<file path="src/rtl/mul_pkg.sv">
package mul_pkg;

  // Per-cycle command from the sequencer to the datapath.
  typedef struct packed {
    logic load;   // capture operands, clear upper half
    logic step;   // one conditional add plus right shift
  } mul_cmd_t;

endpackage

</file>
<file path="src/rtl/mul_adder.sv">
module mul_adder #(
  parameter int WIDTH = 32
) (
  input  logic [WIDTH-1:0] acc,
  input  logic [WIDTH-1:0] addend,
  input  logic             en,
  output logic [WIDTH-1:0] sum,
  output logic             cout
);

  logic [WIDTH-1:0] gated;

  // A zero multiplier bit contributes nothing to the partial sum.
  always_comb begin
    gated = en ? addend : '0;
    {cout, sum} = {1'b0, acc} + {1'b0, gated};
  end

endmodule

</file>
<file path="src/rtl/mul_ctrl.sv">
module mul_ctrl
  import mul_pkg::*;
#(
  parameter int WIDTH = 32
) (
  input  logic     clk,
  input  logic     rst,
  input  logic     start,
  output mul_cmd_t cmd,
  output logic     busy,
  output logic     done
);

  localparam int CW = $clog2(WIDTH + 1);
  localparam logic [CW-1:0] LAST = CW'(WIDTH - 1);

  logic [CW-1:0] step_cnt;
  logic          accept;

  assign accept   = start && !busy;
  assign cmd.load = accept;
  assign cmd.step = busy;

  always_ff @(posedge clk) begin
    if (rst) begin
      busy     <= 1'b0;
      done     <= 1'b0;
      step_cnt <= '0;
    end else begin
      done <= 1'b0;
      if (accept) begin
        busy     <= 1'b1;
        step_cnt <= '0;
      end else if (busy) begin
        step_cnt <= step_cnt + 1'b1;
        if (step_cnt == LAST) begin
          busy <= 1'b0;
          done <= 1'b1;
        end
      end
    end
  end

  // completion lasts exactly one cycle
  p_done_pulse_r3: assert property (@(posedge clk) disable iff (rst)
    done |=> !done);

  // completion never overlaps running steps
  p_done_idle_r3: assert property (@(posedge clk) disable iff (rst)
    done |-> !busy);

  // the run keeps going until the last step
  p_run_len_r2: assert property (@(posedge clk) disable iff (rst)
    (busy && step_cnt != LAST) |=> busy);

  // the last step ends the run and signals completion
  p_finish_r2: assert property (@(posedge clk) disable iff (rst)
    (busy && step_cnt == LAST) |=> (!busy && done));

  // a start during a run does not rewind the step counter
  p_no_restart_r4: assert property (@(posedge clk) disable iff (rst)
    (busy && start && step_cnt != LAST) |=> (step_cnt == $past(step_cnt) + 1'b1));

  // start in the completion cycle begins a new run
  p_back_to_back_r9: assert property (@(posedge clk) disable iff (rst)
    (done && start) |=> (busy && step_cnt == '0));

endmodule

</file>
<file path="src/rtl/mul_datapath.sv">
module mul_datapath
  import mul_pkg::*;
#(
  parameter int WIDTH = 32
) (
  input  logic               clk,
  input  logic               rst,
  input  mul_cmd_t           cmd,
  input  logic [WIDTH-1:0]   mcand_in,
  input  logic [WIDTH-1:0]   mplier_in,
  output logic [2*WIDTH-1:0] acc_q
);

  localparam int PW = 2 * WIDTH;

  logic [WIDTH-1:0] mcand_q;
  logic [WIDTH-1:0] sum;
  logic             cout;

  mul_adder #(.WIDTH(WIDTH)) u_adder (
    .acc    (acc_q[PW-1:WIDTH]),
    .addend (mcand_q),
    .en     (acc_q[0]),
    .sum    (sum),
    .cout   (cout)
  );

  // The upper half accumulates and the lower half holds the unconsumed
  // multiplier bits. The carry enters at the top as everything moves right.
  always_ff @(posedge clk) begin
    if (rst) begin
      acc_q   <= '0;
      mcand_q <= '0;
    end else if (cmd.load) begin
      acc_q   <= {{WIDTH{1'b0}}, mplier_in};
      mcand_q <= mcand_in;
    end else if (cmd.step) begin
      acc_q   <= {cout, sum, acc_q[WIDTH-1:1]};
    end
  end

  // a load starts from a clean upper half holding nothing but the multiplier
  p_load_r1: assert property (@(posedge clk) disable iff (rst)
    cmd.load |=> (acc_q[PW-1:WIDTH] == '0 && acc_q[WIDTH-1:0] == $past(mplier_in)));

  // a zero multiplier bit just shifts the upper half down
  p_zero_bit_r1: assert property (@(posedge clk) disable iff (rst)
    (cmd.step && !cmd.load && !acc_q[0]) |=>
      (acc_q[PW-1:WIDTH-1] == {1'b0, $past(acc_q[PW-1:WIDTH])}));

  // with no command the result holds
  p_hold_r5: assert property (@(posedge clk) disable iff (rst)
    (!cmd.load && !cmd.step) |=> $stable(acc_q));

endmodule

</file>
<file path="src/rtl/shift_add_mul.sv">
module shift_add_mul
  import mul_pkg::*;
#(
  parameter int WIDTH = 32
) (
  input  logic             clk,
  input  logic             rst,
  input  logic             start,
  input  logic [WIDTH-1:0] mcand,
  input  logic [WIDTH-1:0] mplier,
  output logic             busy,
  output logic             done,
  output logic [WIDTH-1:0] prod_hi,
  output logic [WIDTH-1:0] prod_lo
);

  localparam int PW = 2 * WIDTH;

  mul_cmd_t        cmd;
  logic [PW-1:0]   acc_q;

  mul_ctrl #(.WIDTH(WIDTH)) u_ctrl (
    .clk   (clk),
    .rst   (rst),
    .start (start),
    .cmd   (cmd),
    .busy  (busy),
    .done  (done)
  );

  mul_datapath #(.WIDTH(WIDTH)) u_dp (
    .clk       (clk),
    .rst       (rst),
    .cmd       (cmd),
    .mcand_in  (mcand),
    .mplier_in (mplier),
    .acc_q     (acc_q)
  );

  assign prod_hi = acc_q[PW-1:WIDTH];
  assign prod_lo = acc_q[WIDTH-1:0];

  // operands presented during a run never trigger a reload
  p_ignore_start_r4: assert property (@(posedge clk) disable iff (rst)
    (busy && start) |-> !cmd.load);

endmodule

</file>
<file path="config.mk">
export PLATFORM = sky130hd
export DESIGN_NAME = shift_add_mul
export DESIGN_NICKNAME = d
export VERILOG_FILES = /design/src/rtl/mul_pkg.sv /design/src/rtl/mul_adder.sv /design/src/rtl/mul_ctrl.sv /design/src/rtl/mul_datapath.sv /design/src/rtl/shift_add_mul.sv
export SDC_FILE = /design/constraint.sdc
export NUM_CORES = 1
export LEC_CHECK = 0
export ABC_CLOCK_PERIOD_IN_PS = 3780
export CAP_MARGIN = 30
export CORE_UTILIZATION = 46
export DETAILED_ROUTE_END_ITERATION = 16
export DONT_BUFFER_PORTS = 1
export PLACE_DENSITY = 0.6
export SYNTH_ARGS = -nofsm -noshare
export SYNTH_HDL_FRONTEND = slang
export SYNTH_SLANG_ARGS = --single-unit
</file>
<file path="constraint.sdc">
create_clock -name clk -period 3.78 [get_ports clk]
set_input_delay 0.756 -clock clk [delete_from_list [all_inputs] [get_ports clk]]
set_output_delay 0.756 -clock clk [all_outputs]
set_load 0.02 [all_outputs]
</file>
==> key figures, run 1 <==
GRT
  • Largest net degree at the start of global routing: 72
  • Vias in the first global route: ~5000
  • Aggregate global routing overflow: 0
  • First-pass GRT wire length: about 25 mm
  • All-Layer GR Usage: between 20% and 30%
  • Initial antenna violation count: 0

Synth
  • FFs w/ async S/R, synth: 0%
  • Post-synthesis adder-cell area fraction: 7.04%
  • Avg Synthesized Cell Area: ~8.0 um^2
  • Number of synthesized flops with an enable pin: 0
  • Xor-xnor portion of the synthesized cell area: roughly 3.7%
  • Distinct cells, synth: 65
  • Post-Syn Nets: between 800 and 900
  • Synth warn: 0
  • Mux cell area share after synthesis: under 10%
  • Synthesized instance count: approximately 770
  • Synth Area in Compound Gates: ~20%
  • Sequential share of the synthesized area: around a third
  • Main combinational cell family by area after synthesis: simple AND/OR/NAND/NOR gates
  • Post-synthesis simple-gate area fraction: 22.2%
  • Cell Area, Synth: approximately 0.006 mm^2
  • Main synth FF type: dfxtp_1
  • Synthesis-stage register bit count: around 100

Setup path
  • R2r worst-path depth: 11
  • Crit Path Category: flip-flop to flip-flop
  • CP Data Required Time: approximately 4 ns
  • CP Capture Type: flip-flop
  • Startpoint type of the worst setup path: flip-flop
  • Worst-path fanout max: 33
  • CP arrival: 3.31 ns

Detailed routing
  • Detail-routed net length per standard cell: around 17 um
  • Final wirelength: about 15 mm
  • Detailed Routing Iterations Pass 1: 5
  • Residual DRC count: 0
  • Antenna Violating Nets Remaining: 0
  • Vias after detailed routing: just over 5000
  • Initial DRC Count: about 270
  • Vias/cell: around 5.7

Timing
  • Slew Limit Fails: 0
  • Skew final: 0.0107 ns
  • Final setup vio count: 0
  • Fin crit share: 81.3%
  • Setup TNS: 0 ns
  • Achievable clock frequency: 325 MHz
  • Fin crit period: around 3 ns
  • RSZ-0062 raised after global routing: no
  • Relative slew margins: about 53%
  • Final hold violations: 0
  • Worst-Margin Slew: 0.702 ns

Clock network
  • # Post-CTS Setup Buffers: 0
  • Cts hold-fix bufs: 0
  • Clk Latency, worst-skew pair: between 0.3 and 0.4 ns
  • Post_cts resized: 0
  • # H-tree levels: 3
  • CTS tree: built
  • Clk root buf: clkbuf_16
  • Clock Sinks: 104
  • Maximum root-to-sink buffer count: 2
  • Clk slew on worst S/H paths: roughly 0.080 ns
  • Num CTS Buffers: 9

Hold path
  • WHS Path Cells: 2
  • HP Class: flip-flop to flip-flop

Final layout
  • Multi-input logic area: 0.00373 mm^2
  • FILL cells: about 1300
  • Layout area overhead: 4.11%
  • N_diodes: 0
  • Share of layout cells above drive strength 1: ~5.5%
  • Final Non-Filler Cells: 912
  • NumNets Final: approximately 840
  • Storage cell area: 0.00209 mm^2

Placement
  • GP Congestion: 0.853
  • DP Wirelength: 11.0 mm
  • # port buffers: 0
  • Placed cell count: roughly 900

Power and ir drop
  • Int Pwr: between 1.5 and 2 mW
  • Pleak: between 2 and 3 nW
  • Clk pwr share: 39.4%
  • Seq pwr share: a little over half
  • PD cells: approximately 360 mW/mm^2
  • Switching Share: between 20 and 30%
  • Comb pwr share: under 10%
  • Maximum vdd drop: about 0.28 mV
  • P_sw: between 0.6 and 0.7 mW

Floorplan
  • Die Wd: ~120 um
  • DIE HEIGHT: 118 um
  • # IOs: 133
  • Cell Rows: 41
  • Die area: 0.0138 mm^2
  • Core area: between 0.01 and 0.015 mm^2
  • Initial Utilization: 47.9%

Run
  • Max-cap violations: 0

Status
  • Status: complete, no violations
-- area by class of cell --
cell class	count	share of cell area [%]
multi-input cells	604	58.3
flip-flops and latches	104	32.6
clock buffers	11	3.79
well taps	172	3.36
repair buffers	7	0.821
clock inverters	5	0.626
inverters	9	0.528
-- Yosys cell counts, drive strengths merged (12+ instances only) --
library cell	n	area, um^2
nand4	12	75.1
nor2	102	390
and2	35	219
clkbuf	35	184
a21o	18	139
dfxtp	104	2080
xnor2	14	123
a21oi	107	543
ha	33	413
buf	20	120
mux2i	45	450
o21ai	30	150
xor2	12	105
nand2	100	375
-- through the flow --
step | area, um^2 | power (mW) | util [%] | worst slack [ns] | hold slack [ns]
after global routing | 6400 | 2.42 | 49.9 | 0.467 | 0.442
after floorplan | 6150 | 1.41 | - | 1.08 | 0.432
after CTS | 6400 | 2.33 | 49.9 | 0.705 | 0.447
final | 6400 | 2.32 | 49.9 | 0.705 | 0.449
after detailed placement | 6120 | 1.43 | 47.7 | 0.730 | 0.436
after global placement | 6110 | 1.42 | 47.6 | 0.839 | 0.436
-- critical path, cell delays in order (launching register included) --
cell and delay [ns]:
dfxtp_1 0.31, buf_4 0.24, and2_1 0.19, ha_1 0.20, fa_1 0.41, a21o_1 0.23
a221o_1 0.34, nand4_1 0.10, nand3_1 0.15, a211oi_1 0.38, mux2i_1 0.25, o311ai_1 0.13
-- logic make-up after synthesis --
| family | after synthesis |
|---|---|
| flip-flops | 104 |
| AO/OA/AOI/OAI | 203 |
| XOR/XNOR | 26 |
| buffers and inverters | 64 |
| adder cells (fa/ha/maj) | 34 |
| AND/OR/NAND/NOR | 296 |
| multiplexers | 45 |
-- placed cells by master (no fill, tap or decap), types with 9 or more instances in the layout --
| master | count |
|---|---|
| a21o_1 | 15 |
| a21oi_1 | 105 |
| and2_1 | 35 |
| clkbuf_16 | 9 |
| dfxtp_1 | 103 |
| ha_1 | 33 |
| inv_1 | 9 |
| mux2i_1 | 45 |
| nand2_1 | 100 |
| nand3_1 | 9 |
| nand4_1 | 12 |
| nor2_1 | 101 |
| o21ai_0 | 26 |
| xnor2_1 | 14 |
| xor2_1 | 12 |
-- registers in the layout, summed over array words and instances (netlist names) --
name / flops
u_ctrl.busy: 1
u_ctrl.done: 1
u_ctrl.step_cnt: 6
u_dp.acc_q: 64
u_dp.mcand_q: 32
-- power groups by stage --
stage | registers, mW | clock network [mW] | logic [mW]
floorplan | 1.22 | 0 | 0.185
global placement | 1.24 | 0 | 0.184
detailed placement | 1.24 | 0 | 0.191
CTS | 1.21 | 0.929 | 0.192
global route | 1.22 | 0.980 | 0.216
finish | 1.21 | 0.912 | 0.190
-- path summary, 6_finish.rpt --
| kind | from | endpoint | slack [ns] |
|---|---|---|---|
| setup reg to reg | u_dp.acc_q[0] | u_dp.acc_q[59] | 0.71 |
| hold reg to reg | u_dp.mcand_q[30] | u_dp.mcand_q[30] | 0.45 |
| setup / recovery | u_dp.acc_q[0] | u_dp.acc_q[59] | 0.71 |
| hold / removal | u_dp.mcand_q[30] | u_dp.mcand_q[30] | 0.45 |
-- per-layer routing --
layer  global-route usage (%)  up-vias  wire length, um
li1                         -     2614                -
met1                     26.5     2393             6850
met2                     37.2      147             7030
met3                     8.28       18             1090
met4                     7.13        0              234
met5                        0        -                0
(Power assumes the default switching activity.)
==> run 2, diff against run 1 <==
--- a/config.mk
+++ b/config.mk
@@ -5,7 +5,8 @@
 export SDC_FILE = /design/constraint.sdc
 export NUM_CORES = 1
 export LEC_CHECK = 0
-export ABC_CLOCK_PERIOD_IN_PS = 3780
+export ABC_AREA = 1
+export ABC_CLOCK_PERIOD_IN_PS = 2900
 export CAP_MARGIN = 30
 export CORE_UTILIZATION = 46
 export DETAILED_ROUTE_END_ITERATION = 16
==> constraint.sdc (replaced) <==
create_clock -name clk -period 2.9 [get_ports clk]
set_input_delay 0.58 -clock clk [delete_from_list [all_inputs] [get_ports clk]]
set_output_delay 0.58 -clock clk [all_outputs]
set_load 0.02 [all_outputs]
==> run 2 against run 1 <==
Against the previous run: flip-flop and latch count did not move; largest cell class unchanged; register-to-register slack got worse by 0.33 ns; hold slack got worse by 0.17 ns; first-iteration DRC count rose by 19%; total power rose by 41%; synthesized cell count rose by 51%; combinational power rose by 110%; clock skew rose by 0.00053 ns; sequential share of layout area fell by 3.9 points.
==> key figures, run 2 <==
Status
  • Status: complete, no violations (unchanged)

Hold path
  • WHS Endpoint: u_dp.mcand_q[3] (was u_dp.mcand_q[30])
  • HP Class: primary input to flip-flop (was flip-flop to flip-flop)
  • Hold path start: rst (was u_dp.mcand_q[30])
  • WHS Path Cells: 1 (was 2)

Synth
  • Largest area contributor in the netlist: dfxtp_1 (unchanged)
  • Main synth FF type: dfxtp_1 (unchanged)
  • Commonest cells post-synth: 347 x nand2_1, 237 x inv_1, 175 x nor2_1 (was 105 x a21oi_1, 104 x dfxtp_1, 101 x nor2_1)
  • Synthesis-stage register bit count: 104 (unchanged)
  • Synth top area share: 30.4% (was 33.9%)
  • Cell Area, Synth: 0.00684 mm^2 (was 0.00615 mm^2)
  • Post-Syn Nets: 1266 (was 873)
  • FFs w/ async S/R, synth: 0% (unchanged)
  • Synthesized instance count: 1165 (was 772)
  • Number of synthesized flops with an enable pin: 0 (unchanged)
  • Synth warn: 0 (unchanged)
  • Area contributors post-synth: dfxtp_1 30%, nand2_1 19%, inv_1 13%, nor2_1 9.6%, ha_1 6.0% (was dfxtp_1 34%, a21oi_1 8.6%, mux2i_1 7.3%, ha_1 6.7%, nor2_1 6.2%)
  • Distinct cells, synth: 30 (was 65)
  • Most frequent cell after synthesis: nand2_1 (was a21oi_1)
  • Avg Synthesized Cell Area: 5.87 um^2 (was 7.96 um^2)
  • Sequential share of the synthesized area: 30.4% (was 33.9%)

Setup path
  • Reg-to-Reg End: u_dp.acc_q[57] (was u_dp.acc_q[59])
  • Startpoint type of the worst setup path: flip-flop (unchanged)
  • Kind of cell adding the most delay to the critical path: simple AND/OR/NAND/NOR gates (was compound AO/OA/AOI/OAI gates)
  • CP most frequent cell: nand2_1
  • CP Cell Sequence: buf_4, nand2_1, inv_1, ha_1, nand2_1, inv_1, nand2_1, nand2_1, inv_1, nand3_1, nand2_1, nand3_1, nand2_1, nand3_1, nand2_1, inv_1 (was buf_4, and2_1, ha_1, fa_1, a21o_1, a221o_1, nand4_1, nand3_1, a211oi_1, mux2i_1, o311ai_1)
  • CP Data Required Time: 3.16 ns (was 4.02 ns)
  • CP Capture Type: flip-flop (unchanged)
  • CP arrival: 2.78 ns (was 3.31 ns)
  • R2r worst-path depth: 16 (was 11)
  • Buf/Inv on CP: 5 (was 1)
  • Reg2reg setup slack: 0.38 ns (was 0.71 ns)
  • FF-to-FF Start: u_dp.acc_q[0] (unchanged)
  • CP max stage cell: dfxtp_1 (was fa_1)
  • Worst-path fanout max: 16 (was 33)
  • Crit Path Category: flip-flop to flip-flop (unchanged)
  • Slowest stage delay, CP: 0.59 ns (was 0.41 ns)

Detailed routing
  • Initial DRC Count: 323 (was 271)
  • Detailed Routing Iterations Pass 1: 5 (unchanged)
  • Residual DRC count: 0 (unchanged)
  • Detail-routed net length per standard cell: 13.6 um (was 16.7 um)
  • Final wirelength: 18.1 mm (was 15.2 mm)
  • Vias/cell: 4.79 (was 5.67)
  • Vias after detailed routing: 6384 (was 5172)
  • Antenna Violating Nets Remaining: 0 (unchanged)

Clock network
  • Post_cts resized: 0 (unchanged)
  • Clk root buf: clkbuf_16 (unchanged)
  • Clock Sinks: 104 (unchanged)
  • Cts hold-fix bufs: 0 (unchanged)
  • # Post-CTS Setup Buffers: 0 (unchanged)
  • Clk Latency, worst-skew pair: 0.36 ns (about the same)
  • CTS tree: built (unchanged)
  • # H-tree levels: 3 (unchanged)
  • Maximum root-to-sink buffer count: 2 (unchanged)
  • Clk slew on worst S/H paths: 0.07 ns (was 0.08 ns)
  • Num CTS Buffers: 9 (unchanged)

Timing
  • Setup TNS: 0 ns (unchanged)
  • Final setup vio count: 0 (unchanged)
  • Worst-Margin Slew: 0.917 ns (was 0.702 ns)
  • Skew final: 0.0112 ns (was 0.0107 ns)
  • RSZ-0062 raised after global routing: no (unchanged)
  • Achievable clock frequency: 396 MHz (was 325 MHz)
  • Fin crit period: 2.52 ns (was 3.07 ns)
  • Fin crit share: 87.1% (was 81.3%)
  • Relative slew margins: 38.9% (was 53.2%)
  • Slew Limit Fails: 0 (unchanged)
  • Final hold violations: 0 (unchanged)
  • Hold slack: 0.280 ns (was 0.449 ns)
  • Final setup margin: 0.375 ns (was 0.705 ns)

Final layout
  • Max reg flops: 64 (unchanged)
  • Final Non-Filler Cells: 1334 (was 912)
  • Most frequent cells in the layout: 347 x nand2_1, 237 x inv_1, 175 x nor2_1 (was 105 x a21oi_1, 103 x dfxtp_1, 101 x nor2_1)
  • Top Registers: u_dp.acc_q: 64 flops, u_dp.mcand_q: 32 flops, u_ctrl.step_cnt: 6 flops (unchanged)
  • Layout area overhead: 5.98% (was 4.11%)
  • FILL cells: 1625 (was 1284)
  • NumNets Final: 1246 (was 836)
  • N_diodes: 0 (unchanged)
  • Share of layout cells above drive strength 1: 3.91% (was 5.54%)
  • Commonest non-fill, non-tap cell in the layout: nand2_1 (was a21oi_1)
  • Largest reg by FF count: u_dp.acc_q (unchanged)

Floorplan
  • Die Wd: 124 um (was 118 um)
  • Core area: 0.0145 mm^2 (was 0.0128 mm^2)
  • Initial Utilization: 47.1% (was 47.9%)
  • Cell Rows: 44 (was 41)
  • # IOs: 133 (unchanged)
  • Die area: 0.0154 mm^2 (was 0.0138 mm^2)
  • DIE HEIGHT: 124 um (was 118 um)

GRT
  • All-Layer GR Usage: 24.4% (was 22.3%)
  • Initial antenna violation count: 0 (unchanged)
  • Vias in the first global route: 5841 (was 5053)
  • First-pass GRT wire length: 29.0 mm (was 24.9 mm)
  • Largest net degree at the start of global routing: 78 (was 72)
  • Aggregate global routing overflow: 0 (unchanged)

Placement
  • GP Congestion: 0.880 (was 0.853)
  • Dpl ws: 0.365 ns (was 0.730 ns)
  • Placed cell count: 1318 (was 896)
  • DP Wirelength: 13.2 mm (was 11.0 mm)
  • # port buffers: 0 (unchanged)

Power and ir drop
  • PD cells: 451 mW/mm^2 (was 362 mW/mm^2)
  • Design Power: 3.27 mW (was 2.32 mW)
  • Maximum vdd drop: 0.301 mV (was 0.282 mV)
  • Pleak: 4.33 nW (was 2.66 nW)

Run
  • Max-cap violations: 0 (unchanged)
run 2: cell types whose count changed after synthesis, moves of 45 or more:
cell     before  now
a21oi_1     105   26
nand2_1     100  347
inv_1         9  237
nor2_1      101  175
nand3_1       9   74
mux2i_1      45    0
run 2: cell type report:
type	instances	area [um^2]	area share, %
Clock inverter	6	50.0	0.690
Inverter	239	897	12.4
Timing Repair Buffer	9	67.6	0.932
Sequential cell	104	2080	28.7
Multi-Input combinational cell	782	3680	50.8
Clock buffer	10	239	3.30
Tap cell	184	230	3.17
run 2: through the flow:
step | instance area, um^2 | util [%]
6_report | 7250 | 49.9
5_1_grt | 7250 | 49.9
4_1_cts | 7250 | 49.9
3_5_place_dp | 6960 | 47.9
3_3_place_gp | 6960 | 47.9
2_1_floorplan | 6840 | -
run 2: routing by layer:
layer  routed length (um)  part of all wire (%)  global-route usage (%)
met5                    0                     0                       0
met4                  124                  0.68                    4.54
met3                 1100                   6.1                    7.05
met2                 8200                    45                    40.9
met1                 8690                    48                    31.3
run 2: worst max-delay path by stage:
stage | from | end | slack (ns) | depth (start not counted)
final | u_dp.acc_q[0] | u_dp.acc_q[57] | 0.38 | 16
after global routing | u_dp.acc_q[0] | u_dp.acc_q[60] | 0.11 | 16
after CTS | u_dp.acc_q[0] | u_dp.acc_q[40] | 0.34 | 14
after detailed placement | u_dp.acc_q[0] | u_dp.acc_q[40] | 0.37 | 14
after global placement | u_dp.acc_q[0] | u_dp.acc_q[40] | 0.40 | 14
after floorplan | u_dp.acc_q[0] | u_dp.acc_q[43] | 0.72 | 13
run 2: where the power goes:
part           internal (mW)  switching [mW]  total [mW]
registers               1.52           0.134        1.65
logic                  0.135           0.271       0.406
clock network          0.618           0.595        1.21
total                   2.27            1.00        3.27
run 2: kinds of logic (layout without fill, tap and decap cells):
kind of cell,count (synthesis),after routing,synth area share (%)
adders and majority gates,34,34,6.33
AOI/OAI and AO/OA,110,110,8.78
buffers and inverters,279,264,15.8
xor gates and xnor gates,14,14,1.79
and+or+nand+nor,624,624,36.9
DFF,104,104,30.4
==> run 3, diff against run 2 <==
--- a/config.mk
+++ b/config.mk
@@ -5,13 +5,14 @@
 export SDC_FILE = /design/constraint.sdc
 export NUM_CORES = 1
 export LEC_CHECK = 0
-export ABC_AREA = 1
+export ABC_AREA = 0
 export ABC_CLOCK_PERIOD_IN_PS = 2900
-export CAP_MARGIN = 30
+export CAP_MARGIN = 25
 export CORE_UTILIZATION = 46
 export DETAILED_ROUTE_END_ITERATION = 16
 export DONT_BUFFER_PORTS = 1
 export PLACE_DENSITY = 0.6
+export RECOVER_POWER = 100
 export SYNTH_ARGS = -nofsm -noshare
 export SYNTH_HDL_FRONTEND = slang
 export SYNTH_SLANG_ARGS = --single-unit
==> run 3 against run 2 <==
Against the previous run: the run now ends with capacitance limit, slew limit left; via count down 17%; routed wire length down 14%; clock power down 4%; sequential share of layout area up 3.4 points; critical endpoint is now u_dp.acc_q[43].
==> key figures, run 3 (synthesized netlist as in run 1, its figures left out) <==
Status
  • Status: finished with violations (was complete, no violations)
  • Failing checks: capacitance limit, slew limit

Hold path
  • WHS Path Cells: 1 (unchanged)
  • HP Class: primary input to flip-flop (unchanged)

Final layout
  • Final Non-Filler Cells: 924 (was 1334)
  • Max reg flops: 64 (unchanged)
  • Commonest non-fill, non-tap cell in the layout: a21oi_1 (was nand2_1)
  • Top Registers: u_dp.acc_q: 64 flops, u_dp.mcand_q: 32 flops, u_ctrl.step_cnt: 6 flops (unchanged)
  • Core Util, Final: 50.5% (was 49.9%)
  • N_diodes: 0 (unchanged)
  • Largest reg by FF count: u_dp.acc_q (unchanged)
  • Most frequent cells in the layout: 105 x a21oi_1, 103 x dfxtp_1, 101 x nor2_1 (was 347 x nand2_1, 237 x inv_1, 175 x nor2_1)
  • NumNets Final: 849 (was 1246)
  • Share of layout cells above drive strength 1: 6.52% (was 3.91%)
  • Layout area overhead: 5.39% (was 5.98%)

GRT
  • Vias in the first global route: 5163 (was 5841)
  • All-Layer GR Usage: 22.9% (was 24.4%)
  • Initial antenna violation count: 0 (unchanged)
  • Largest net degree at the start of global routing: 84 (was 78)
  • First-pass GRT wire length: 25.5 mm (was 29.0 mm)
  • Aggregate global routing overflow: 0 (unchanged)

Timing
  • Skew final: 0.00623 ns (was 0.0112 ns)
  • Setup TNS: 0 ns (unchanged)
  • Final hold violations: 0 (unchanged)
  • Final setup vio count: 0 (unchanged)
  • Hold slack: 0.294 ns (was 0.280 ns)
  • Fin crit period: 2.75 ns (was 2.52 ns)
  • Slew Limit Fails: 33 (was 0)
  • Fin crit share: 95.0% (was 87.1%)
  • Worst-Margin Slew: 1.61 ns (was 0.917 ns)
  • RSZ-0062 raised after global routing: no (unchanged)
  • Achievable clock frequency: 363 MHz (was 396 MHz)
  • Relative slew margins: -7.01% (was 38.9%)

Floorplan
  • # IOs: 133 (unchanged)
  • DIE HEIGHT: 118 um (was 124 um)
  • Initial Utilization: 47.9% (was 47.1%)
  • Cell Rows: 41 (was 44)
  • Die area: 0.0138 mm^2 (was 0.0154 mm^2)
  • Die Wd: 118 um (was 124 um)
  • Core area: 0.0128 mm^2 (was 0.0145 mm^2)

Setup path
  • CP Cell Sequence: and2_1, ha_1, fa_1, a21o_1, a221o_1, a21o_1, o21ai_0, a21oi_1, mux2i_1, o311ai_0 (was buf_4, nand2_1, inv_1, ha_1, nand2_1, inv_1, nand2_1, nand2_1, inv_1, nand3_1, nand2_1, nand3_1, nand2_1, nand3_1, nand2_1, inv_1)
  • CP max stage cell: fa_1 (was dfxtp_1)
  • Slowest stage delay, CP: 0.41 ns (was 0.59 ns)
  • CP Capture Type: flip-flop (unchanged)
  • CP arrival: 2.94 ns (was 2.78 ns)
  • Startpoint type of the worst setup path: flip-flop (unchanged)
  • CP most frequent cell: a21o_1 (was nand2_1)
  • Crit Path Category: flip-flop to flip-flop (unchanged)
  • CP Data Required Time: 3.09 ns (was 3.16 ns)
  • Worst-path fanout max: 6 (was 16)
  • R2r worst-path depth: 10 (was 16)

Detailed routing
  • Residual DRC count: 0 (unchanged)
  • Final wirelength: 15.6 mm (was 18.1 mm)
  • Detail-routed net length per standard cell: 16.9 um (was 13.6 um)
  • Antenna Violating Nets Remaining: 0 (unchanged)
  • Initial DRC Count: 236 (was 323)
  • Vias/cell: 5.76 (was 4.79)
  • Vias after detailed routing: 5324 (was 6384)
  • Detailed Routing Iterations Pass 1: 7 (was 5)

Clock network
  • Clk slew on worst S/H paths: 0.07 ns (about the same)
  • Clk root buf: clkbuf_16 (unchanged)
  • CTS tree: built (unchanged)
  • Clk Latency, worst-skew pair: 0.35 ns (was 0.36 ns)
  • Clock Sinks: 104 (unchanged)
  • Maximum root-to-sink buffer count: 2 (unchanged)
  • Cts hold-fix bufs: 0 (unchanged)
  • # H-tree levels: 3 (unchanged)
  • Num CTS Buffers: 9 (unchanged)

Power and ir drop
  • PD cells: 463 mW/mm^2 (was 451 mW/mm^2)
  • Maximum vdd drop: 0.281 mV (was 0.301 mV)
  • Pleak: 2.69 nW (was 4.33 nW)

Run
  • Max-cap violations: 1 (was 0)

Placement
  • # port buffers: 0 (unchanged)
  • GP Congestion: 0.894 (was 0.880)
  • Placed cell count: 909 (was 1318)
  • DP Wirelength: 11.5 mm (was 13.2 mm)
## run 3: cell count changes in the layout (fill, tap and decap cells not counted), moves of 7 or more
cell	before	now
and2_1	0	30
o21ai_0	61	26
inv_1	237	9
nand4_1	3	12
clkbuf_1	0	8
a21oi_1	26	105
nand2_1	347	100
mux2i_1	0	45
a21o_1	1	15
nand2_2	7	0
nor2_1	175	101
nand3_1	74	8
xnor2_1	2	14
## run 3: routing by layer
| layer | vias up | GRT usage, % | routed length (um) |
|---|---|---|---|
| met4 | 0 | 10.3 | 462 |
| met5 | - | 0 | 0 |
| met2 | 180 | 37.5 | 7130 |
| met3 | 34 | 6.35 | 1190 |
| li1 | 2637 | - | - |
| met1 | 2473 | 27.8 | 6840 |
## run 3: final cells by class
type	instances	area [um^2]
Timing Repair Buffer	20	121
Inverter	9	33.8
Fill cell	1316	6350
Tap cell	172	215
Sequential cell	104	2080
Multi-Input combinational cell	604	3740
Clock inverter	4	30.0
Clock buffer	11	253
## run 3: metrics by stage
| stage | power (mW) | cell area, um^2 | worst slack [ns] |
|---|---|---|---|
| after floorplan | 1.83 | 6150 | 0.203 |
| after global placement | 1.86 | 6210 | 0.214 |
| after detailed placement | 1.87 | 6210 | 0.111 |
| after CTS | 3.04 | 6500 | 0.0874 |
| after global routing | 3.15 | 6480 | 0.00136 |
| final | 3.00 | 6480 | 0.146 |
## run 3: worst paths after layout
path	from	endpoint	slack [ns]
max	u_dp.acc_q[0]	u_dp.acc_q[43]	0.15
min	rst	u_dp.mcand_q[8]	0.29
min reg2reg	u_dp.mcand_q[17]	u_dp.mcand_q[17]	0.45
max reg2reg	u_dp.acc_q[0]	u_dp.acc_q[43]	0.15
## run 3: power by group
group	switching, mW	leakage, nW	internal, mW
clock network	0.535	0.138	0.626
logic	0.154	1.71	0.103
registers	0.0921	0.849	1.49
## run 3: what timing repair did
item                                    4_1_cts  5_1_grt
endpoints found under the setup margin        0        4
gates resized for setup                       0        4
buffers inserted                              0        0
## run 3: critical path: cells and delay by family, from the launching register on
| kind | cells | cell delay (ns) |
|---|---|---|
| mux | 1 | 0.15 |
| fa+ha+maj | 2 | 0.61 |
| flops | 1 | 0.35 |
| simple gates | 1 | 0.15 |
| compound gates | 6 | 1.31 |
